**config.mk**
```make
export PLATFORM = sky130hd
export DESIGN_NAME = trap_entry_unit
export DESIGN_NICKNAME = d
export VERILOG_FILES = /design/src/rtl/trap_pkg.sv /design/src/rtl/trap_pending.sv /design/src/rtl/trap_cause.sv /design/src/rtl/trap_csr_file.sv /design/src/rtl/trap_entry_unit.sv
export SDC_FILE = /design/constraint.sdc
export NUM_CORES = 1
export LEC_CHECK = 0
export BUFFER_PORTS_ARGS = -buffer_cell sky130_fd_sc_hd__buf_4
export CORE_UTILIZATION = 46
export DETAILED_ROUTE_END_ITERATION = 10
export GPL_TIMING_DRIVEN = 0
export PLACE_DENSITY = 0.68
export SYNTH_ARGS = -nofsm -noshare
export SYNTH_HDL_FRONTEND = slang
export SYNTH_SLANG_ARGS = --single-unit
export TNS_END_PERCENT = 50
```
**constraint.sdc**
```tcl
create_clock -name clk -period 3.97 [get_ports clk]
set_input_delay 0.794 -clock clk [delete_from_list [all_inputs] [get_ports clk]]
set_output_delay 0.794 -clock clk [all_outputs]
set_load 0.02 [all_outputs]
```
**src/rtl/trap_pkg.sv**
```systemverilog
package trap_pkg;
  localparam int unsigned WORD_W  = 32;
  localparam int unsigned CAUSE_W = 15;
  localparam int unsigned ID_W    = 16;
  localparam int unsigned CSR_AW  = 12;
  localparam int unsigned LEVELS  = 2;

  typedef struct packed {
    logic               active;
    logic [CAUSE_W-1:0] cause;
    logic [ID_W-1:0]    id;
  } trap_word_t;

  localparam logic [1:0] PRIV_U = 2'd0;
  localparam logic [1:0] PRIV_M = 2'd3;

  localparam logic [CAUSE_W-1:0] CAUSE_MISALIGN = CAUSE_W'(0);
  localparam logic [CAUSE_W-1:0] CAUSE_ACCESS   = CAUSE_W'(1);
  localparam logic [CAUSE_W-1:0] CAUSE_ENVCALL  = CAUSE_W'(11);
  localparam logic [CAUSE_W-1:0] CAUSE_ENV_BASE = CAUSE_W'(8);

  localparam logic [WORD_W-1:0] USE_PENDING = '1;

  // user-level addresses; machine level sits at +LEVEL_STEP
  localparam logic [CSR_AW-1:0] ADDR_TVEC  = 12'h005;
  localparam logic [CSR_AW-1:0] ADDR_EPC   = 12'h041;
  localparam logic [CSR_AW-1:0] ADDR_CAUSE = 12'h042;
  localparam logic [CSR_AW-1:0] LEVEL_STEP = 12'h300;
endpackage

```
**src/rtl/trap_pending.sv**
```systemverilog
module trap_pending
  import trap_pkg::*;
(
  input  logic       clk,
  input  logic       rst,
  input  logic       post_access_i,
  input  logic       post_misalign_i,
  input  logic       consume_i,
  output trap_word_t pend_o
);
  trap_word_t pend_q, pend_d;

  always_comb begin
    pend_d = pend_q;
    if (consume_i) pend_d = '0;
    if (!pend_d.active) begin
      if (post_access_i)
        pend_d = '{active: 1'b1, cause: CAUSE_ACCESS, id: '0};
      else if (post_misalign_i)
        pend_d = '{active: 1'b1, cause: CAUSE_MISALIGN, id: '0};
    end
  end

  always_ff @(posedge clk) begin
    if (rst) pend_q <= '0;
    else     pend_q <= pend_d;
  end

  assign pend_o = pend_q;

  // a held request is not overwritten by later posts
  a_r6_pending_hold: assert property (@(posedge clk) disable iff (rst)
    (pend_q.active && !consume_i) |=> $stable(pend_q));

  // consuming without a new post leaves nothing pending
  a_r6_pending_clear: assert property (@(posedge clk) disable iff (rst)
    (consume_i && !post_access_i && !post_misalign_i) |=> !pend_q.active);
endmodule

```
**src/rtl/trap_cause.sv**
```systemverilog
module trap_cause
  import trap_pkg::*;
(
  input  trap_word_t          word_i,
  input  logic [1:0]          priv_i,
  output logic [CAUSE_W-1:0]  cause_o
);
  always_comb begin
    if (word_i.id == '0 && word_i.cause == CAUSE_ENVCALL)
      cause_o = CAUSE_ENV_BASE + CAUSE_W'(priv_i);
    else
      cause_o = word_i.cause;
  end
endmodule

```
**src/rtl/trap_csr_file.sv**
```systemverilog
module trap_csr_file
  import trap_pkg::*;
#(
  parameter int unsigned         XLEN      = 32,
  parameter bit                  C_EXT     = 1'b1,
  parameter logic [XLEN-1:0]     BASE_RST  = 32'hC000_0000,
  parameter logic [CSR_AW-1:0]   BASE_ADDR = 12'h7C0
) (
  input  logic              clk,
  input  logic              rst,
  input  logic              csr_we_i,
  input  logic [CSR_AW-1:0] csr_addr_i,
  input  logic [XLEN-1:0]   csr_wdata_i,
  output logic [XLEN-1:0]   csr_rdata_o,
  input  logic              trap_we_i,
  input  logic [XLEN-1:0]   trap_cause_i,
  input  logic [XLEN-1:0]   trap_epc_i,
  output logic [XLEN-1:0]   mtvec_o,
  output logic [XLEN-1:0]   mcause_o
);
  localparam logic [XLEN-1:0] LOW_BITS = C_EXT ? XLEN'(1) : XLEN'(3);
  localparam logic [XLEN-1:0] PC_MASK  = ~LOW_BITS;
  localparam logic [XLEN-1:0] TVEC_RD  = ~XLEN'(2);
  localparam int unsigned     M_LVL    = LEVELS - 1;

  logic [XLEN-1:0] tvec_w  [LEVELS];
  logic [XLEN-1:0] epc_w   [LEVELS];
  logic [XLEN-1:0] cause_w [LEVELS];
  logic [XLEN-1:0] rd_d;

  for (genvar lv = 0; lv < LEVELS; lv++) begin : g_lvl
    localparam logic [CSR_AW-1:0] OFS = CSR_AW'(lv * LEVEL_STEP);
    localparam bit TRAP_LVL = (lv == M_LVL);
    logic [XLEN-1:0] tvec_q, epc_q, cause_q;
    logic hit_tvec, hit_epc, hit_cause, trap_here;

    assign hit_tvec  = csr_we_i && (csr_addr_i == ADDR_TVEC  + OFS);
    assign hit_epc   = csr_we_i && (csr_addr_i == ADDR_EPC   + OFS);
    assign hit_cause = csr_we_i && (csr_addr_i == ADDR_CAUSE + OFS);
    assign trap_here = TRAP_LVL && trap_we_i;

    always_ff @(posedge clk) begin
      if (rst) begin
        tvec_q  <= '0;
        epc_q   <= '0;
        cause_q <= '0;
      end else begin
        if (hit_tvec) tvec_q <= csr_wdata_i;
        if (trap_here) begin
          epc_q   <= trap_epc_i;
          cause_q <= trap_cause_i;
        end else begin
          if (hit_epc)   epc_q   <= csr_wdata_i & PC_MASK;
          if (hit_cause) cause_q <= csr_wdata_i;
        end
      end
    end

    assign tvec_w[lv]  = tvec_q;
    assign epc_w[lv]   = epc_q;
    assign cause_w[lv] = cause_q;

    // stored exception PC never carries alignment bits
    a_r8_epc_aligned: assert property (@(posedge clk) disable iff (rst)
      (epc_q & LOW_BITS) == '0);
  end

  always_comb begin
    rd_d = '0;
    for (int lv = 0; lv < int'(LEVELS); lv++) begin
      if (csr_addr_i == ADDR_TVEC  + CSR_AW'(lv * LEVEL_STEP)) rd_d = tvec_w[lv] & TVEC_RD;
      if (csr_addr_i == ADDR_EPC   + CSR_AW'(lv * LEVEL_STEP)) rd_d = epc_w[lv];
      if (csr_addr_i == ADDR_CAUSE + CSR_AW'(lv * LEVEL_STEP)) rd_d = cause_w[lv];
    end
    if (csr_addr_i == BASE_ADDR) rd_d = BASE_RST;
  end

  always_ff @(posedge clk) begin
    if (rst) csr_rdata_o <= '0;
    else     csr_rdata_o <= rd_d;
  end

  assign mtvec_o  = tvec_w[M_LVL];
  assign mcause_o = cause_w[M_LVL];

  // a vector read never shows bit 1
  a_r7_tvec_bit1: assert property (@(posedge clk) disable iff (rst)
    ($past(csr_addr_i) == ADDR_TVEC || $past(csr_addr_i) == ADDR_TVEC + LEVEL_STEP)
      |-> csr_rdata_o[1] == 1'b0);

  // trap data lands in the machine exception PC despite a CSR write
  a_r11_trap_wins: assert property (@(posedge clk) disable iff (rst)
    trap_we_i |=> epc_w[M_LVL] == $past(trap_epc_i));
endmodule

```
**src/rtl/trap_entry_unit.sv**
```systemverilog
module trap_entry_unit
  import trap_pkg::*;
#(
  parameter int unsigned       XLEN      = 32,
  parameter bit                C_EXT     = 1'b1,
  parameter logic [XLEN-1:0]   BASE_RST  = 32'hC000_0000,
  parameter logic [CSR_AW-1:0] BASE_ADDR = 12'h7C0
) (
  input  logic              clk,
  input  logic              rst,
  input  logic [1:0]        priv_i,
  input  logic              post_access_i,
  input  logic              fetch_chk_i,
  input  logic [XLEN-1:0]   fetch_addr_i,
  input  logic              take_i,
  input  logic [WORD_W-1:0] take_word_i,
  input  logic [XLEN-1:0]   take_pc_i,
  input  logic              csr_we_i,
  input  logic [CSR_AW-1:0] csr_addr_i,
  input  logic [XLEN-1:0]   csr_wdata_i,
  output logic [XLEN-1:0]   csr_rdata_o,
  output logic              redirect_valid_o,
  output logic [XLEN-1:0]   redirect_pc_o
);
  localparam logic [XLEN-1:0] LOW_BITS = C_EXT ? XLEN'(1) : XLEN'(3);
  localparam logic [XLEN-1:0] VEC_MASK = ~XLEN'(3);

  trap_word_t         pend, req_word;
  logic               use_pend, fire, consume, misalign;
  logic [CAUSE_W-1:0] final_cause;
  logic [XLEN-1:0]    mtvec, mcause;

  assign misalign = fetch_chk_i && ((fetch_addr_i & LOW_BITS) != '0);
  assign use_pend = take_i && (take_word_i == USE_PENDING);
  assign req_word = use_pend ? pend : trap_word_t'(take_word_i);
  assign fire     = take_i && req_word.active;
  assign consume  = use_pend && pend.active;

  trap_pending u_pending (
    .clk             (clk),
    .rst             (rst),
    .post_access_i   (post_access_i),
    .post_misalign_i (misalign),
    .consume_i       (consume),
    .pend_o          (pend)
  );

  trap_cause u_cause (
    .word_i  (req_word),
    .priv_i  (priv_i),
    .cause_o (final_cause)
  );

  trap_csr_file #(
    .XLEN      (XLEN),
    .C_EXT     (C_EXT),
    .BASE_RST  (BASE_RST),
    .BASE_ADDR (BASE_ADDR)
  ) u_csr (
    .clk          (clk),
    .rst          (rst),
    .csr_we_i     (csr_we_i),
    .csr_addr_i   (csr_addr_i),
    .csr_wdata_i  (csr_wdata_i),
    .csr_rdata_o  (csr_rdata_o),
    .trap_we_i    (fire),
    .trap_cause_i (XLEN'(final_cause)),
    .trap_epc_i   (take_pc_i & ~LOW_BITS),
    .mtvec_o      (mtvec),
    .mcause_o     (mcause)
  );

  always_ff @(posedge clk) begin
    if (rst) begin
      redirect_valid_o <= 1'b0;
      redirect_pc_o    <= '0;
    end else begin
      redirect_valid_o <= fire;
      if (fire) redirect_pc_o <= mtvec & VEC_MASK;
    end
  end

  // handler address is word aligned
  a_r3_redirect_aligned: assert property (@(posedge clk) disable iff (rst)
    redirect_valid_o |-> redirect_pc_o[1:0] == 2'b00);

  // an inactive direct word never redirects
  a_r1_inactive_ignored: assert property (@(posedge clk) disable iff (rst)
    (take_i && !take_word_i[WORD_W-1]) |=> !redirect_valid_o);

  // environment call from user mode records cause 8
  a_r2_envcall_user: assert property (@(posedge clk) disable iff (rst)
    (fire && req_word.id == '0 && req_word.cause == CAUSE_ENVCALL && priv_i == PRIV_U)
      |=> mcause == XLEN'(8));
endmodule

```
* Yosys cells after proc, flatten, opt, wreduce, memory -nomap -nowiden
Cells that the tools add are included.
** Storage, ports and cells
- Register bits after elaboration :: 285
- Output and inout port bits :: 65
- Logic and storage cells :: 57
- Input bits :: 148
** Cells by class
- Add/sub/neg operators :: 1
- Muxes and demuxes :: 17
- Reductions and logical operators :: 16
- Equal/unequal tests :: 9
** Operators by type and width (count)
- $mux 32 :: 14
- $mux 15 :: 3
- $eq 12x10->1 const B :: 3
- $eq 32x32->1 const B :: 1
- $eq 12x7->1 const B :: 2
- $logic_not 16->1 :: 1
- $eq 15x4->1 const B :: 1
- $eq 12x11->1 const B :: 1
- $eq 12x3->1 const B :: 1
- $logic_and 1x1->1 :: 11
- $add 4x2->5 const A :: 1
- $reduce_bool 2->1 :: 2
- $reduce_or 2->1 :: 2

* Longest topological paths before layout
- Depth in word-level cells :: 8
- Gate-level depth with buffers :: 9
- Mapped depth without buffers :: 6

* By module
From an unflattened synthesis, not the netlist that was laid out.
** Second synthesis, totals
- Cells, all modules :: 1511
- Area, all modules :: 13232.7 µm²
** Modules (own cells, without submodules)
- trap_csr_file :: cells each 1213, instances 1, sequential area each 4444.3 µm², area an instance 10203.5 µm²
- trap_entry_unit :: cells each 198, instances 1, sequential area each 620.6 µm², area an instance 1908.1 µm²
- trap_pending :: cells each 74, instances 1, sequential area each 640.6 µm², area an instance 974.7 µm²
- trap_cause :: cells each 26, instances 1, sequential area each 0.0 µm², area an instance 146.4 µm²

* Least setup slack after synthesis
Ideal clock, no wire load.
- Path kind :: input to register
- Start point :: in take_word_i[27]
- End point :: reg u_csr.g_lvl[1].cause_q[14], in the netlist u_csr.mcause_o[14]
- Library setup time :: 0.088 ns
- Arrival time :: 2.371 ns
- Path buffers :: 2
- Slack :: 1.511 ns
- Cell stages on the path :: 8
- Data required time :: 3.882 ns
- Cells stage by stage :: nand4_1 nor3_1 nand3_4 mux2_4 buf_6 clkbuf_1 nor2_1 a311oi_2
** Between the ends
- Cells in the longest elaborated chain, start to end :: 7
- Elaborated cells between the ends (all ways) :: 10
- Classes of those cells :: 2 x eq/ne; 3 x mux; 5 x reduce/logical
** Ends and longest elaborated chain
- start: declaration :: RTL line trap_entry_unit.sv:16 : input logic [WORD_W-1:0] take_word_i,
- $eq 32x32->1 :: RTL line trap_entry_unit.sv:34 : assign use_pend = take_i && (take_word_i == USE_PENDING);
- $logic_and 1x1->1 :: RTL line trap_entry_unit.sv:34
- $mux 32 * :: RTL line trap_entry_unit.sv:35 : assign req_word = use_pend ? pend : trap_word_t'(take_word_i);
- $eq 15x4->1 / $logic_not 16->1 (equally long branches) :: RTL line trap_cause.sv:9 : if (word_i.id == '0 && word_i.cause == CAUSE_ENVCALL)
- $logic_and 1x1->1 :: RTL line trap_cause.sv:9
- $mux 15 :: RTL line trap_cause.sv:9
- $mux 15 :: RTL line trap_csr_file.sv:49 : if (trap_here) begin
- end signal: assignment :: RTL line trap_csr_file.sv:51 : cause_q <= trap_cause_i;
- end signal: assignment :: RTL line trap_csr_file.sv:54 : if (hit_cause) cause_q <= csr_wdata_i;
- end: declaration :: RTL line trap_csr_file.sv:34 : logic [XLEN-1:0] tvec_q, epc_q, cause_q;
Every way passes the cells marked *; elsewhere a longest branch is shown, timed or not.
A chain may end at the register's enable or synchronous reset.

* Worst setup path in the final report
- Start point :: in csr_addr_i[3]
- End point :: reg u_csr.csr_rdata_o[29]
** Between the ends
- Cells in the longest elaborated chain, start to end :: 7
- Elaborated cells between the ends (all ways) :: 14
- Classes of those cells :: 7 x eq/ne; 6 x mux; 1 x reduce/logical
** Ends and longest elaborated chain
- start: declaration :: RTL line trap_entry_unit.sv:19 : input logic [CSR_AW-1:0] csr_addr_i,
- $eq 12x3->1 :: RTL line trap_csr_file.sv:71 : if (csr_addr_i == ADDR_TVEC + CSR_AW'(lv * LEVEL_STEP)) rd_d = tvec_w[lv] & TVEC_RD;
- $mux 32 :: RTL line trap_csr_file.sv:71
- $mux 32 :: RTL line trap_csr_file.sv:72 : if (csr_addr_i == ADDR_EPC + CSR_AW'(lv * LEVEL_STEP)) rd_d = epc_w[lv];
- $mux 32 :: RTL line trap_csr_file.sv:73 : if (csr_addr_i == ADDR_CAUSE + CSR_AW'(lv * LEVEL_STEP)) rd_d = cause_w[lv];
- $mux 32 :: RTL line trap_csr_file.sv:71
- $mux 32 :: RTL line trap_csr_file.sv:72
- $mux 32 :: RTL line trap_csr_file.sv:73
- end signal: assignment :: RTL line trap_csr_file.sv:80 : else csr_rdata_o <= rd_d;
- end: declaration :: RTL line trap_csr_file.sv:14 : output logic [XLEN-1:0] csr_rdata_o,
Several ways; a longest one is shown, not always the timed one.

==> impl_metrics.env <==
export IMPL_cts_buffers=30
export IMPL_synth_area_leaders="dfxtp_1 50%, nand2_1 14%, a21oi_1 8.2%"
export IMPL_p_per_area_mw_per_mm2=445
export IMPL_place_area_mm2=0.0130
export IMPL_slew_violations=0
export IMPL_place_ws_ps=655
export IMPL_rr_worst_depth=6
export IMPL_cp_data_arrival_time_ps=3250
export IMPL_clkTransAtPathRegs_ps=60
export IMPL_slew_headroom=0.423
export IMPL_p_sw_frac=0.223
export IMPL_cp_data_required_time_ps=4430
export IMPL_area_delta_synth_final_pct=25.1
export IMPL_combinationalPowerShare=0.057
export IMPL_grt_max_degree=15
export IMPL_utilization=0.594
export IMPL_cp_start_kind="input pin"
export IMPL_drtAntennaViolNets=0
export IMPL_p_sw_mw=1.40
export IMPL_skew_ps=7.65
export IMPL_outcome="finished clean"
export IMPL_post_cts_buffers=0
export IMPL_routed_wl_mm=36.9
export IMPL_setup_viol=0
export IMPL_setup_worst_path_end="u_csr.csr_rdata_o[29]$_SDFF_PP0_"
export IMPL_nFillCells=2161
export IMPL_yosys_warnings=0
export IMPL_cts_buffer_depth=3
export IMPL_slowest_delay_ps=640
export IMPL_drv_cap=0
export IMPL_hp_class="reg2reg"
export IMPL_drive_above_1_share=0.185
export IMPL_cp_cell_sequence="buf_4 > nor3_1 > nand3_1 > nor2_1 > clkbuf_1 > a22oi_1 > a31oi_1"
export IMPL_period_minus_slack_ps=2790
export IMPL_dp_cells=1863
export IMPL_cpMaxStageDelayCell="nor2_1"
export IMPL_final_net_count=1724
export IMPL_holdPathStages=2
export IMPL_hold_violations=0
export IMPL_port_buffer_count=178
export IMPL_yosysSeqAreaShare=0.503
export IMPL_reg2reg_slack_ps=2000
export IMPL_htree_levels=1
export IMPL_antenna_found_initial=0
export IMPL_fin_tns_setup_ps=0
export IMPL_grt_ovfl_total=0
export IMPL_dieArea_mm2=0.0251
export IMPL_ys_seq_elements=283
export IMPL_hpwlAfterDp_mm=26.6
export IMPL_wl_per_cell_um=19.2
export IMPL_p_total_mw=6.28
export IMPL_grt_pass1_vias=9993
export IMPL_setup_ws_ps=1180
export IMPL_grt_pass1_wl_mm=56.0
export IMPL_drc=0
export IMPL_register_area_mm2=0.00567
export IMPL_fin_area_mm2=0.0141
export IMPL_startpoint="csr_addr_i[3]"
export IMPL_crit_type="in2reg"
export IMPL_post_synth_top_area_fraction=0.503
export IMPL_pwr_share_clk=0.482
export IMPL_finalHoldWorstSlack_ps=453
export IMPL_die_x_um=159
export IMPL_final_cells=1917
export IMPL_crit_fanout=10
export IMPL_num_vias=10900
export IMPL_initial_utilization=0.475
export IMPL_globalplace_congestion=0.968
export IMPL_ys_types=44
export IMPL_core_mm2=0.0238
export IMPL_netlist_area_mm2=0.0113
export IMPL_worst_setup_path_end_kind="flop"
export IMPL_cts_tree="yes"
export IMPL_r2r_start="u_pending.pend_o[31]$_SDFF_PP0_"
export IMPL_p_leak_nw=4.91
export IMPL_power_frac_seq=0.461
export IMPL_clk_latency_ps=550
export IMPL_finalCritPeriodShare=0.702
export IMPL_fmax_mhz=359
export IMPL_synth_top_area_cell="dfxtp_1"
export IMPL_internal_power_mw=4.87
export IMPL_multiInputGateArea_mm2=0.00512
export IMPL_io_pins=213
export IMPL_hold_buffers=0
export IMPL_die_y_um=159
export IMPL_syn_inst=1365
export IMPL_layout_common_cells="415 x nand2_1, 283 x dfxtp_1, 184 x a21oi_1"
export IMPL_clockRootBuffer="clkbuf_16"
export IMPL_detail_route_first_pass_iterations=7
export IMPL_ir_worst_vdd_v=0.000261
export IMPL_rows=56
export IMPL_drt_initial_drc_count=1052
export IMPL_worstMarginPinSlew_ps=865
export IMPL_rsz0062_at_grt="no"
export IMPL_cts_resized_gates=0
export IMPL_final_common_cell="nand2_1"
export IMPL_cts_sinks=283
export IMPL_viasPerCell=5.70
export IMPL_syn_avg_cell_area_um2=8.26
export IMPL_reg2reg_to="u_csr.mcause_o[13]$_SDFFE_PP0P_"
export IMPL_antenna_cells=0
export IMPL_grt_total_usage=0.294
[how the worst min path moves through the flow]
stage | from | end | slack, ps
2_1_floorplan | u_pending.pend_o[28]$_SDFF_PP0_ | u_pending.pend_o[28]$_SDFF_PP0_ | 420
5_1_grt | u_csr.g_lvl[0].cause_q[5]$_SDFFE_PP0P_ | u_csr.g_lvl[0].cause_q[5]$_SDFFE_PP0P_ | 470
6_report | u_csr.g_lvl[0].cause_q[5]$_SDFFE_PP0P_ | u_csr.g_lvl[0].cause_q[5]$_SDFFE_PP0P_ | 450
4_1_cts | redirect_pc_o[28]$_SDFFE_PP0P_ | redirect_pc_o[28]$_SDFFE_PP0P_ | 450
3_3_place_gp | u_pending.pend_o[28]$_SDFF_PP0_ | u_pending.pend_o[28]$_SDFF_PP0_ | 440
3_5_place_dp | u_pending.pend_o[28]$_SDFF_PP0_ | u_pending.pend_o[28]$_SDFF_PP0_ | 440
[final cells by class]
class                           count  share of cell area
Clock inverter                     12              0.0120
Multi-Input combinational cell    968               0.363
Buffer                            115              0.0348
Sequential cell                   283               0.402
Clock buffer                       42              0.0651
Tap cell                          319              0.0283
Timing Repair Buffer              178              0.0948
[per-layer routing]
| layer | routed length, µm | track usage | vias to the layer above |
|---|---|---|---|
| met3 | 2990 | 0.0471 | 79 |
| met1 | 15700 | 0.389 | 5153 |
| met5 | 0 | 0 | - |
| li1 | - | - | 5177 |
| met4 | 1110 | 0.101 | 0 |
| met2 | 17100 | 0.484 | 511 |
[synth_stat cells (all sizes together)]
cell	number
nor3b	2
clkbuf	86
nor3	4
a211oi	5
a22oi	90
or2	2
nor2b	1
a21oi	184
nand3	39
nor4	11
o32ai	1
and3	4
nor4b	1
nand2b	7
a221oi	1
nand2	415
nor2	49
and4b	1
and4	2
a31oi	30
a222oi	2
a221o	1
nand4	12
mux2i	3
conb	1
mux2	13
and2	35
dfxtp	283
nor4bb	3
buf	29
o21a	2
a311oi	41
o21ai	3
or4	2
[flip-flops by register name, summed over array words and instances, names as in the netlist]
register             flops
u_csr.g_lvl.epc_q       62
u_csr.csr_rdata_o       32
u_csr.g_lvl.cause_q     32
u_csr.mcause_o          32
u_pending.pend_o        32
u_csr.g_lvl.tvec_q      31
u_csr.mtvec_o           31
redirect_pc_o           30
redirect_valid_o         1
[kinds of logic (layout without fill, tap and decap cells)]
group / after synthesis / in the layout / synth area share
other cells: 1 / 2 / 0.000333
simple gates: 590 / 590 / 0.225
flops: 283 / 283 / 0.503
compound gates: 360 / 360 / 0.212
buf+inv: 115 / 347 / 0.0435
mux: 16 / 16 / 0.0163
[critical path, delay by kind of cell]
family          cells  cell delay, ps
simple gates        3            1260
buf+inv             2             710
compound gates      2             470
[power groups by stage]
stage          registers (mW)  logic (mW)  clock network [mW]
2_1_floorplan            2.95       0.152                   0
5_1_grt                  2.89       0.383                3.17
4_1_cts                  2.89       0.355                3.04
6_report                 2.89       0.360                3.02
3_3_place_gp             2.95       0.349                   0
3_5_place_dp             2.95       0.353                   0
Note: power is estimated with default switching activity, not from simulation.
